[src/rtl/sat_alu_pkg.sv]
package sat_alu_pkg;
    typedef enum logic [3:0] {
        OP_ADDW  = 4'd0,
        OP_QADD  = 4'd1,
        OP_QSUB  = 4'd2,
        OP_QDBL  = 4'd3,
        OP_UQADD = 4'd4,
        OP_UQSUB = 4'd5,
        OP_SSAT  = 4'd6,
        OP_USAT  = 4'd7,
        OP_SSAT2 = 4'd8,
        OP_USAT2 = 4'd9
    } sat_op_e;

    typedef enum logic {
        FLAG_CLEAN  = 1'b0,
        FLAG_STICKY = 1'b1
    } flag_state_e;
endpackage

[src/rtl/sat_addsub.sv]
module sat_addsub
    import sat_alu_pkg::*;
#(
    parameter int W = 32
) (
    input  logic [W-1:0] a,
    input  logic [W-1:0] b,
    input  sat_op_e      op,
    output logic [W-1:0] res,
    output logic         hit
);
    localparam logic [W-1:0] SMAX = {1'b0, {(W-1){1'b1}}};
    localparam logic [W-1:0] SMIN = {1'b1, {(W-1){1'b0}}};
    localparam logic [W-1:0] QPOS = {2'b01, {(W-2){1'b0}}};
    localparam logic [W-1:0] QNEG = {2'b11, {(W-2){1'b0}}};

    logic [W:0]   sum;
    logic [W:0]   dif;
    logic         add_ovf;
    logic         sub_ovf;
    logic [W-1:0] s_clamp;

    assign sum     = {1'b0, a} + {1'b0, b};
    assign dif     = {1'b0, a} - {1'b0, b};
    assign add_ovf = (a[W-1] == b[W-1]) && (sum[W-1] != a[W-1]);
    assign sub_ovf = (a[W-1] != b[W-1]) && (dif[W-1] != a[W-1]);
    assign s_clamp = a[W-1] ? SMIN : SMAX;

    always_comb begin
        res = sum[W-1:0];
        hit = 1'b0;
        unique case (op)
            OP_ADDW: begin
                res = sum[W-1:0];
                hit = add_ovf;
            end
            OP_QADD: begin
                res = add_ovf ? s_clamp : sum[W-1:0];
                hit = add_ovf;
            end
            OP_QSUB: begin
                res = sub_ovf ? s_clamp : dif[W-1:0];
                hit = sub_ovf;
            end
            OP_QDBL: begin
                if ($signed(a) >= $signed(QPOS)) begin
                    res = SMAX;
                    hit = 1'b1;
                end else if ($signed(a) <= $signed(QNEG)) begin
                    res = SMIN;
                    hit = 1'b1;
                end else begin
                    res = {a[W-2:0], 1'b0};
                end
            end
            OP_UQADD: begin
                res = sum[W] ? {W{1'b1}} : sum[W-1:0];
                hit = sum[W];
            end
            OP_UQSUB: begin
                res = dif[W] ? '0 : dif[W-1:0];
                hit = dif[W];
            end
            default: begin
                res = '0;
                hit = 1'b0;
            end
        endcase
    end
endmodule

[src/rtl/sat_clamp.sv]
module sat_clamp #(
    parameter int W  = 32,
    parameter int PW = 5
) (
    input  logic [W-1:0]  val,
    input  logic [PW-1:0] pos,
    input  logic          is_signed,
    output logic [W-1:0]  res,
    output logic          hit
);
    logic [W-1:0]        mask;
    logic signed [W-1:0] shr;

    assign mask = ({{(W-1){1'b0}}, 1'b1} << pos) - {{(W-1){1'b0}}, 1'b1};
    assign shr  = $signed(val) >>> pos;

    always_comb begin
        res = val;
        hit = 1'b0;
        if (is_signed) begin
            if (!shr[W-1] && (shr != '0)) begin
                res = mask;
                hit = 1'b1;
            end else if (shr[W-1] && (shr != '1)) begin
                res = ~mask;
                hit = 1'b1;
            end
        end else begin
            if (val[W-1]) begin
                res = '0;
                hit = 1'b1;
            end else if (val > mask) begin
                res = mask;
                hit = 1'b1;
            end
        end
    end
endmodule

[src/rtl/sat_sticky.sv]
module sat_sticky
    import sat_alu_pkg::*;
(
    input  logic clk,
    input  logic rst_n,
    input  logic set_evt,
    input  logic clr,
    output logic flag
);
    flag_state_e state_q;
    flag_state_e state_d;

    always_ff @(posedge clk) begin
        if (!rst_n) state_q <= FLAG_CLEAN;
        else        state_q <= state_d;
    end

    always_comb begin
        state_d = state_q;
        unique case (state_q)
            FLAG_CLEAN:  if (set_evt) state_d = FLAG_STICKY;
            FLAG_STICKY: if (clr && !set_evt) state_d = FLAG_CLEAN;
            default:     state_d = FLAG_CLEAN;
        endcase
    end

    assign flag = (state_q == FLAG_STICKY);

    // an event always leaves the flag set, even with a clear
    p_set_wins_r9: assert property (@(posedge clk) disable iff (!rst_n)
        set_evt |=> flag);
    // only the clear strobe drops a set flag
    p_hold_r10: assert property (@(posedge clk) disable iff (!rst_n)
        flag && !clr |=> flag);
    p_clear_r10: assert property (@(posedge clk) disable iff (!rst_n)
        clr && !set_evt |=> !flag);
endmodule

[src/rtl/sat_alu.sv]
module sat_alu
    import sat_alu_pkg::*;
#(
    parameter int DATA_W = 32
) (
    input  logic                      clk,
    input  logic                      rst_n,
    input  logic [DATA_W-1:0]         op_a,
    input  logic [DATA_W-1:0]         op_b,
    input  logic [3:0]                opcode,
    input  logic [$clog2(DATA_W)-1:0] sat_pos,
    input  logic                      flag_clr,
    output logic [DATA_W-1:0]         result,
    output logic                      sat_flag
);
    localparam int POS_W = $clog2(DATA_W);
    localparam int LANES = 2;
    localparam int LW    = DATA_W / LANES;
    localparam logic [DATA_W-1:0] SMAX = {1'b0, {(DATA_W-1){1'b1}}};
    localparam logic [DATA_W-1:0] SMIN = {1'b1, {(DATA_W-1){1'b0}}};

    sat_op_e           op_e;
    logic [DATA_W-1:0] as_res;
    logic              as_hit;
    logic [DATA_W-1:0] wd_res;
    logic              wd_hit;
    logic [DATA_W-1:0] pk_res;
    logic [LANES-1:0]  ln_hit;
    logic              clamp_evt;

    assign op_e = sat_op_e'(opcode);

    sat_addsub #(.W(DATA_W)) u_addsub (
        .a   (op_a),
        .b   (op_b),
        .op  (op_e),
        .res (as_res),
        .hit (as_hit)
    );

    sat_clamp #(.W(DATA_W), .PW(POS_W)) u_word (
        .val       (op_a),
        .pos       (sat_pos),
        .is_signed (op_e == OP_SSAT),
        .res       (wd_res),
        .hit       (wd_hit)
    );

    for (genvar g = 0; g < LANES; g++) begin : g_lane
        sat_clamp #(.W(LW), .PW(POS_W)) u_half (
            .val       (op_a[g*LW +: LW]),
            .pos       (sat_pos),
            .is_signed (op_e == OP_SSAT2),
            .res       (pk_res[g*LW +: LW]),
            .hit       (ln_hit[g])
        );
    end

    always_comb begin
        result    = '0;
        clamp_evt = 1'b0;
        unique case (op_e)
            OP_ADDW, OP_QADD, OP_QSUB, OP_QDBL, OP_UQADD, OP_UQSUB: begin
                result    = as_res;
                clamp_evt = as_hit;
            end
            OP_SSAT, OP_USAT: begin
                result    = wd_res;
                clamp_evt = wd_hit;
            end
            OP_SSAT2, OP_USAT2: begin
                result    = pk_res;
                clamp_evt = |ln_hit;
            end
            default: begin
                result    = '0;
                clamp_evt = 1'b0;
            end
        endcase
    end

    sat_sticky u_sticky (
        .clk     (clk),
        .rst_n   (rst_n),
        .set_evt (clamp_evt),
        .clr     (flag_clr),
        .flag    (sat_flag)
    );

    // a signed overflow clamps toward the sign of op_a
    p_signed_clamp_r2: assert property (@(posedge clk) disable iff (!rst_n)
        ((op_e == OP_QADD) || (op_e == OP_QSUB)) && clamp_evt
        |-> result == (op_a[DATA_W-1] ? SMIN : SMAX));
    // unsigned clamps land on the range ends
    p_uadd_top_r4: assert property (@(posedge clk) disable iff (!rst_n)
        (op_e == OP_UQADD) && clamp_evt |-> result == {DATA_W{1'b1}});
    p_usub_zero_r4: assert property (@(posedge clk) disable iff (!rst_n)
        (op_e == OP_UQSUB) && clamp_evt |-> result == '0);
    // spare opcodes are silent
    p_spare_quiet_r8: assert property (@(posedge clk) disable iff (!rst_n)
        (opcode > 4'd9) |-> (result == '0) && !clamp_evt);
endmodule

[config.mk]
export PLATFORM = sky130hd
export DESIGN_NAME = sat_alu
export DESIGN_NICKNAME = d
export VERILOG_FILES = /design/src/rtl/sat_alu_pkg.sv /design/src/rtl/sat_addsub.sv /design/src/rtl/sat_clamp.sv /design/src/rtl/sat_sticky.sv /design/src/rtl/sat_alu.sv
export SDC_FILE = /design/constraint.sdc
export NUM_CORES = 1
export LEC_CHECK = 0
export BUFFER_PORTS_ARGS = -buffer_cell sky130_fd_sc_hd__buf_4
export CORE_MARGIN = 2
export CORE_UTILIZATION = 30
export CTS_BUF_LIST = sky130_fd_sc_hd__clkbuf_16
export DETAILED_ROUTE_END_ITERATION = 8
export GPL_ROUTABILITY_DRIVEN = 0
export HOLD_SLACK_MARGIN = 0.12
export MAX_ROUTING_LAYER = met4
export PLACE_DENSITY_LB_ADDON = 0.05
export SLEW_MARGIN = 20
export SYNTH_ARGS = -nofsm -noshare
export SYNTH_HDL_FRONTEND = slang
export SYNTH_SLANG_ARGS = --single-unit
export TNS_END_PERCENT = 10
[constraint.sdc]
create_clock -name clk -period 11.59 [get_ports clk]
set_input_delay 2.318 -clock clk [delete_from_list [all_inputs] [get_ports clk]]
set_output_delay 2.318 -clock clk [all_outputs]
set_load 0.02 [all_outputs]
* Yosys cells after proc, flatten, opt, wreduce, memory -nomap -nowiden *
Cells that the tools add are included.

storage, ports and cells
  register bits after elaboration = 1
  input bits = 76
  output and inout port bits = 33
  word-level logic and storage cells = 102

operators by class
  add/sub/neg operators = 4
  magnitude comparators = 5
  eq/ne operators = 16
  shifts and indexed selects = 5
  multiplexer cells = 46
  bitwise gates (word level) = 3
  reduce and logical (&&, ||, !) cells = 22

operators with widths
  cell                     count
  $mux W32                 12
  $pmux W32 S6             1
  $mux W16                 10
  $pmux W32 S3             1
  $add A32 B32 Y33         1
  $sub A32 B32 Y33         1
  $ge A32 B32 Y1 const B   1
  $gt A16 B16 Y1           2
  $gt A32 B32 Y1           1
  $le A32 B31 Y1 const B   1
  $ne A16 B16 Y1 const B   2
  $ne A32 B32 Y1 const B   1
  $not A32 Y32             1
  $reduce_bool A16 Y1      2
  $reduce_bool A32 Y1      1
  $shl A1 B5 Y32 const A   1
  $sshr A16 B5 Y16         2
  $sshr A32 B5 Y32         1
  $sub A32 B1 Y32 const B  1
  $mux W1                  19
  $eq A4 B3 Y1 const B     4
  $not A16 Y16             1
  $shl A1 B5 Y16 const A   1
  $sub A16 B1 Y16 const B  1
  other kinds (14)         32

* Logic depth before layout (Yosys ltp) *
  depth after elaboration = 12
  gate-level depth with buffers = 29
  mapped depth without buffers = 23

* Modules after synthesis *
From an unflattened synthesis, not the netlist that was laid out.

unflattened totals
  cells, all modules = 2352
  area total of the unflattened synthesis = 16691.0 µm²

modules (own cells, without submodules)
  module                             instances  cells each  area an instance (µm²)  seq. area each (µm²)
  sat_clamp at g_lane[0].u_half ...  2          363         2606.2                  0.0
  sat_addsub                         1          781         5175.0                  0.0
  sat_clamp at u_word                1          650         5152.4                  0.0
  sat_alu                            1          192         1109.8                  0.0
  sat_sticky                         1          3           41.3                    20.0

* Worst setup path after synthesis *
OpenSTA, ideal clock, no wires.

  path type = input -> output
  from = in sat_pos[3]
  to = out result[16]
  arrival = 7.386 ns
  data required time = 9.272 ns
  setup slack = 1.886 ns
  cell stages on the path = 27
  path buffers = 5
  cell sequence = buf_2 > nor2_2 > nand2_1 > inv_2 > buf_2 > nand2_1 > ha_1 > clkbuf_1 > clkbuf_1 > o31a_1 > o22ai_1 > nand2_1 > nand2_1 > inv_1 > ha_1 > and4_1 > nand3_1 > nor4_1 > o21bai_1 > or2_2 > clkbuf_1 > o221ai_1 > o31a_1 > and3_1 > mux2_2 > a211oi_1 > nand4_1

on the way
  cells in the longest elaborated chain, start to end = 7
  elaborated cells between the ends (all ways) = 31
  those cells by class = add/sub: 2; order compare: 2; eq/ne: 2; shift: 4; mux: 11; bitwise: 2; reduce/logical: 8

RTL lines
  item                                           line             RTL
  start, declared                                sat_alu.sv:11    input logic [$clog2(DATA_W)-1:0] sat_pos,
  $shl A1 B5 Y32, or another cell as far along   sat_clamp.sv:14  assign mask = ({{(W-1){1'b0}}, 1'b1} << pos) - {{(W-1){1'b0}}, 1'b1};
  $sub A32 B1 Y32, or another cell as far along  sat_clamp.sv:14
  $gt A32 B32 Y1, or another cell as far along   sat_clamp.sv:32  end else if (val > mask) begin
  $mux W32, or another cell as far along         sat_clamp.sv:32
  $mux W32, or another cell as far along         sat_clamp.sv:29  if (val[W-1]) begin
  $mux W32 or $mux W16 (tied branches)           sat_clamp.sv:20  if (is_signed) begin
  $pmux W32 S3 *                                 sat_alu.sv:62    unique case (op_e)
  end, declared                                  sat_alu.sv:13    output logic [DATA_W-1:0] result,

Every way passes the cells marked *; elsewhere a longest branch is shown, timed or not.

* Final worst setup path *
  from = in op_a[2]
  to = out result[2]

on the way
  cells in the longest elaborated chain, start to end = 7
  elaborated cells between the ends (all ways) = 40
  those cells by class = add/sub: 2; order compare: 4; eq/ne: 4; shift: 2; mux: 18; reduce/logical: 10

RTL lines
  item                                                      line           RTL
  start, declared                                           sat_alu.sv:8   input logic [DATA_W-1:0] op_a,
  branches (longest 6 deep; another with $sub A32 B32 Y33)  n/a
  $pmux W32 S3 *                                            sat_alu.sv:62

Every way passes the cells marked *.

==> qor.yml <==
placement:
  post-place-ws_ps: 1060
  numPortBuffers: 108
  dp_hpwl_um: 49800
power:
  peakVddDrop_mv: 0.0319
  power_uw: 735
  p_per_area_mw_per_mm2: 56.0
  leakagePower_nw: 5.39
critical_path:
  critPathMaxStageDelay_ps: 630
  worst-path-buf-inv: 3
  required_ps: 9270
  crit_type: "in2out"
  cp_cell_sequence: "buf_4 -> ha_1 -> o21ai_0 -> o21ai_0 -> a31oi_1 -> o31ai_1 -> a211oi_1 -> a21oi_1 -> a31oi_1 -> o31ai_1 -> nand3_1 -> nand2_1 -> fa_1 -> o21ai_0 -> buf_4 -> o21ai_0 -> nand2_1 -> o21ai_0 -> a2111oi_0 -> o21ai_0 -> or4b_1 -> buf_4"
  path_common_cell: "o21ai_0"
  start_kind: "primary input"
  crit_arrival_ps: 8330
  crit_slowest_cell: "or4b_1"
  cp-end-kind: "output port"
  crit_fanout: 11
  path_delay_family: "compound AO/OA/AOI/OAI gates"
global_routing:
  overflow: 0
  grt_use_total_pct: 31.6
  antenna_found_initial: 0
  grt_max_degree: 59
  grt_pass1_vias: 14400
  grt_pass1_wl_um: 97100
synthesis:
  synth_compound_area_share_pct: 34.8
  syn_area_per_cell_um2: 6.80
  synth_nets: 1961
  yosysMostFrequentCell: "nor2_1"
  synth_top_area_share_pct: 11.5
  ys.flop_type: "dfxtp_1"
  yosys.area_share.adder_pct: 12.2
  seq_area_frac_synth_pct: 0.166
  yosys.area_share.xor_xnor_pct: 4.29
  synth_seq_cells: 1
  synthDistinctLibCells: 99
  yosys.area_share.simple_pct: 24.3
  syn_inst: 1771
  synth_area_leaders: "ha_1, mux4_2, a21oi_1, nor2_1, o21ai_0"
  synth_edf_count: 0
  synthMuxAreaShare_pct: 14.9
  synth_top_cell_by_area: "ha_1"
  synth_area_mm2: 0.0120
  async_flop_share_pct: 0
  yosys_warnings: 0
  yosys-top-cells-count: "nor2_1, a21oi_1, nand2_1"
  synth_top_family_by_area: "compound AO/OA/AOI/OAI gates"
min_path:
  hold_path.class: "reg2reg"
final_layout:
  largest_reg_flops: 1
  drive_above_1_share_pct: 15.2
  fillers: 4415
  nets: 1965
  antenna_cells: 0
  syn2layout_area_growth_pct: 8.94
clock_tree:
  post_cts_buffers: 0
  postCtsHoldBufs: 0
  path_clk_slew_ps: 0
  insertion_delay_ps: 0
  post_cts_resized: 0
sta:
  fin_skew_ps: 0
  tightest_slew_ps: 1200
  finalSetupViolCount: 0
  rsz0062_at_grt: "no"
  fmax_mhz: 93.9
  layout_min_cycle_time_ps: 10650
  hold_viol: 0
  post-route-period-util_pct: 91.9
  fin_tns_setup_ps: 0
  slew_violations: 0
  setup_slack_ps: 943
  slew_headroom_pct: 19.4
floorplanning:
  dieArea_mm2: 0.0418
  ioPinCount: 109
  die_h_um: 204
  placeableCoreArea_mm2: 0.0396
  initial_core_util_pct: 30.4
  die_w_um: 204
  row_count: 73
run_status:
  status: "finished, final reports clean"
route:
  drtIter0Drc: 1609
  drc_errors: 0
  routed_wl_um: 66400
  via_count: 15000
  antenna_left: 0
  dr.pass1.iters: 7
  wl_per_cell_um: 28.9
  via_per_inst: 6.51
flow_run:
  cap_violations: 0
-- through the flow --
| stage | hold WS [ps] | cells | util (%) | cell area [µm²] |
|---|---|---|---|---|
| detailed placement | 1170 | 2298 | 33.1 | 13100 |
| floorplan | 977 | 1771 | - | 12000 |
| global placement | 1170 | 2298 | 33.1 | 13100 |
| global route | 1240 | 2298 | 33.1 | 13100 |
| finish | 1180 | 2298 | 33.1 | 13100 |
| CTS | 1170 | 2298 | 33.1 | 13100 |
-- final cells by class --
type | instances | area (µm²) | area share [%]
repair buffers | 151 | 1130 | 8.64
flip-flops and latches | 1 | 20.0 | 0.153
well taps | 525 | 657 | 5.01
multi-input cells | 1515 | 10900 | 83.2
inverters | 106 | 398 | 3.03
-- metal layers --
| layer | GRT usage, % | vias up | share of wire (%) |
|---|---|---|---|
| met2 | 51.1 | 781 | 46 |
| met5 | - | - | 0 |
| met1 | 41.2 | 7287 | 43 |
| li1 | - | 6716 | - |
| met4 | 12.1 | 0 | 4.7 |
| met3 | 2.26 | 172 | 6.6 |
-- cells in the final DEF, fill, tap and decap left out, types with 14 or more instances in the layout --
cell | synthesis | final
nor2_1 | 162 | 160
a21oi_1 | 157 | 157
buf_4 | 8 | 151
nand2_1 | 146 | 146
ha_1 | 111 | 111
o21ai_0 | 110 | 110
inv_1 | 98 | 98
mux2i_1 | 51 | 51
xnor2_1 | 48 | 48
nor3_1 | 42 | 42
nand3_1 | 40 | 40
mux4_2 | 40 | 40
a211oi_1 | 34 | 34
o211ai_1 | 34 | 34
mux2_2 | 34 | 34
a21o_1 | 32 | 32
nand4_1 | 31 | 31
a31oi_1 | 28 | 28
nor4_1 | 26 | 26
nand2b_1 | 24 | 24
nor2b_1 | 24 | 24
o22ai_1 | 24 | 24
o21bai_1 | 24 | 24
a22oi_1 | 20 | 20
o31ai_1 | 16 | 16
and3_1 | 15 | 15
a221oi_1 | 14 | 14
-- power breakdown --
part	internal, mW	switching, mW	leakage, nW
clock network	0	0	0
logic	0.262	0.469	5.38
registers	0.00390	0.000232	0.00828
-- worst paths after layout --
check                      from             to  slack [ps]  depth (start not counted)
setup reg to reg  u_sticky.flag  u_sticky.flag       10180                          6
hold reg to reg   u_sticky.flag  u_sticky.flag        1180                          6
setup / recovery        op_a[2]      result[2]         940                         22
hold / removal    u_sticky.flag  u_sticky.flag        1180                          6
-- kinds of logic (layout without fill, tap and decap cells) --
logic type	after synthesis	in the layout
DFF	1	1
other	1	1
AOI/OAI and AO/OA	625	625
xor gates and xnor gates	59	59
buffers and inverters	255	257
muxes	125	125
and+or+nand+nor	589	589
adders and majority gates	116	116
-- worst min-delay path, stage by stage (launching register included) --
cell	delay, ps
dfxtp_1	320
inv_1	60
o32ai_1	160
a21oi_1	80
and4_1	190
o21ai_0	140
o31a_1	180
Power figures use the tool's default switching activity.
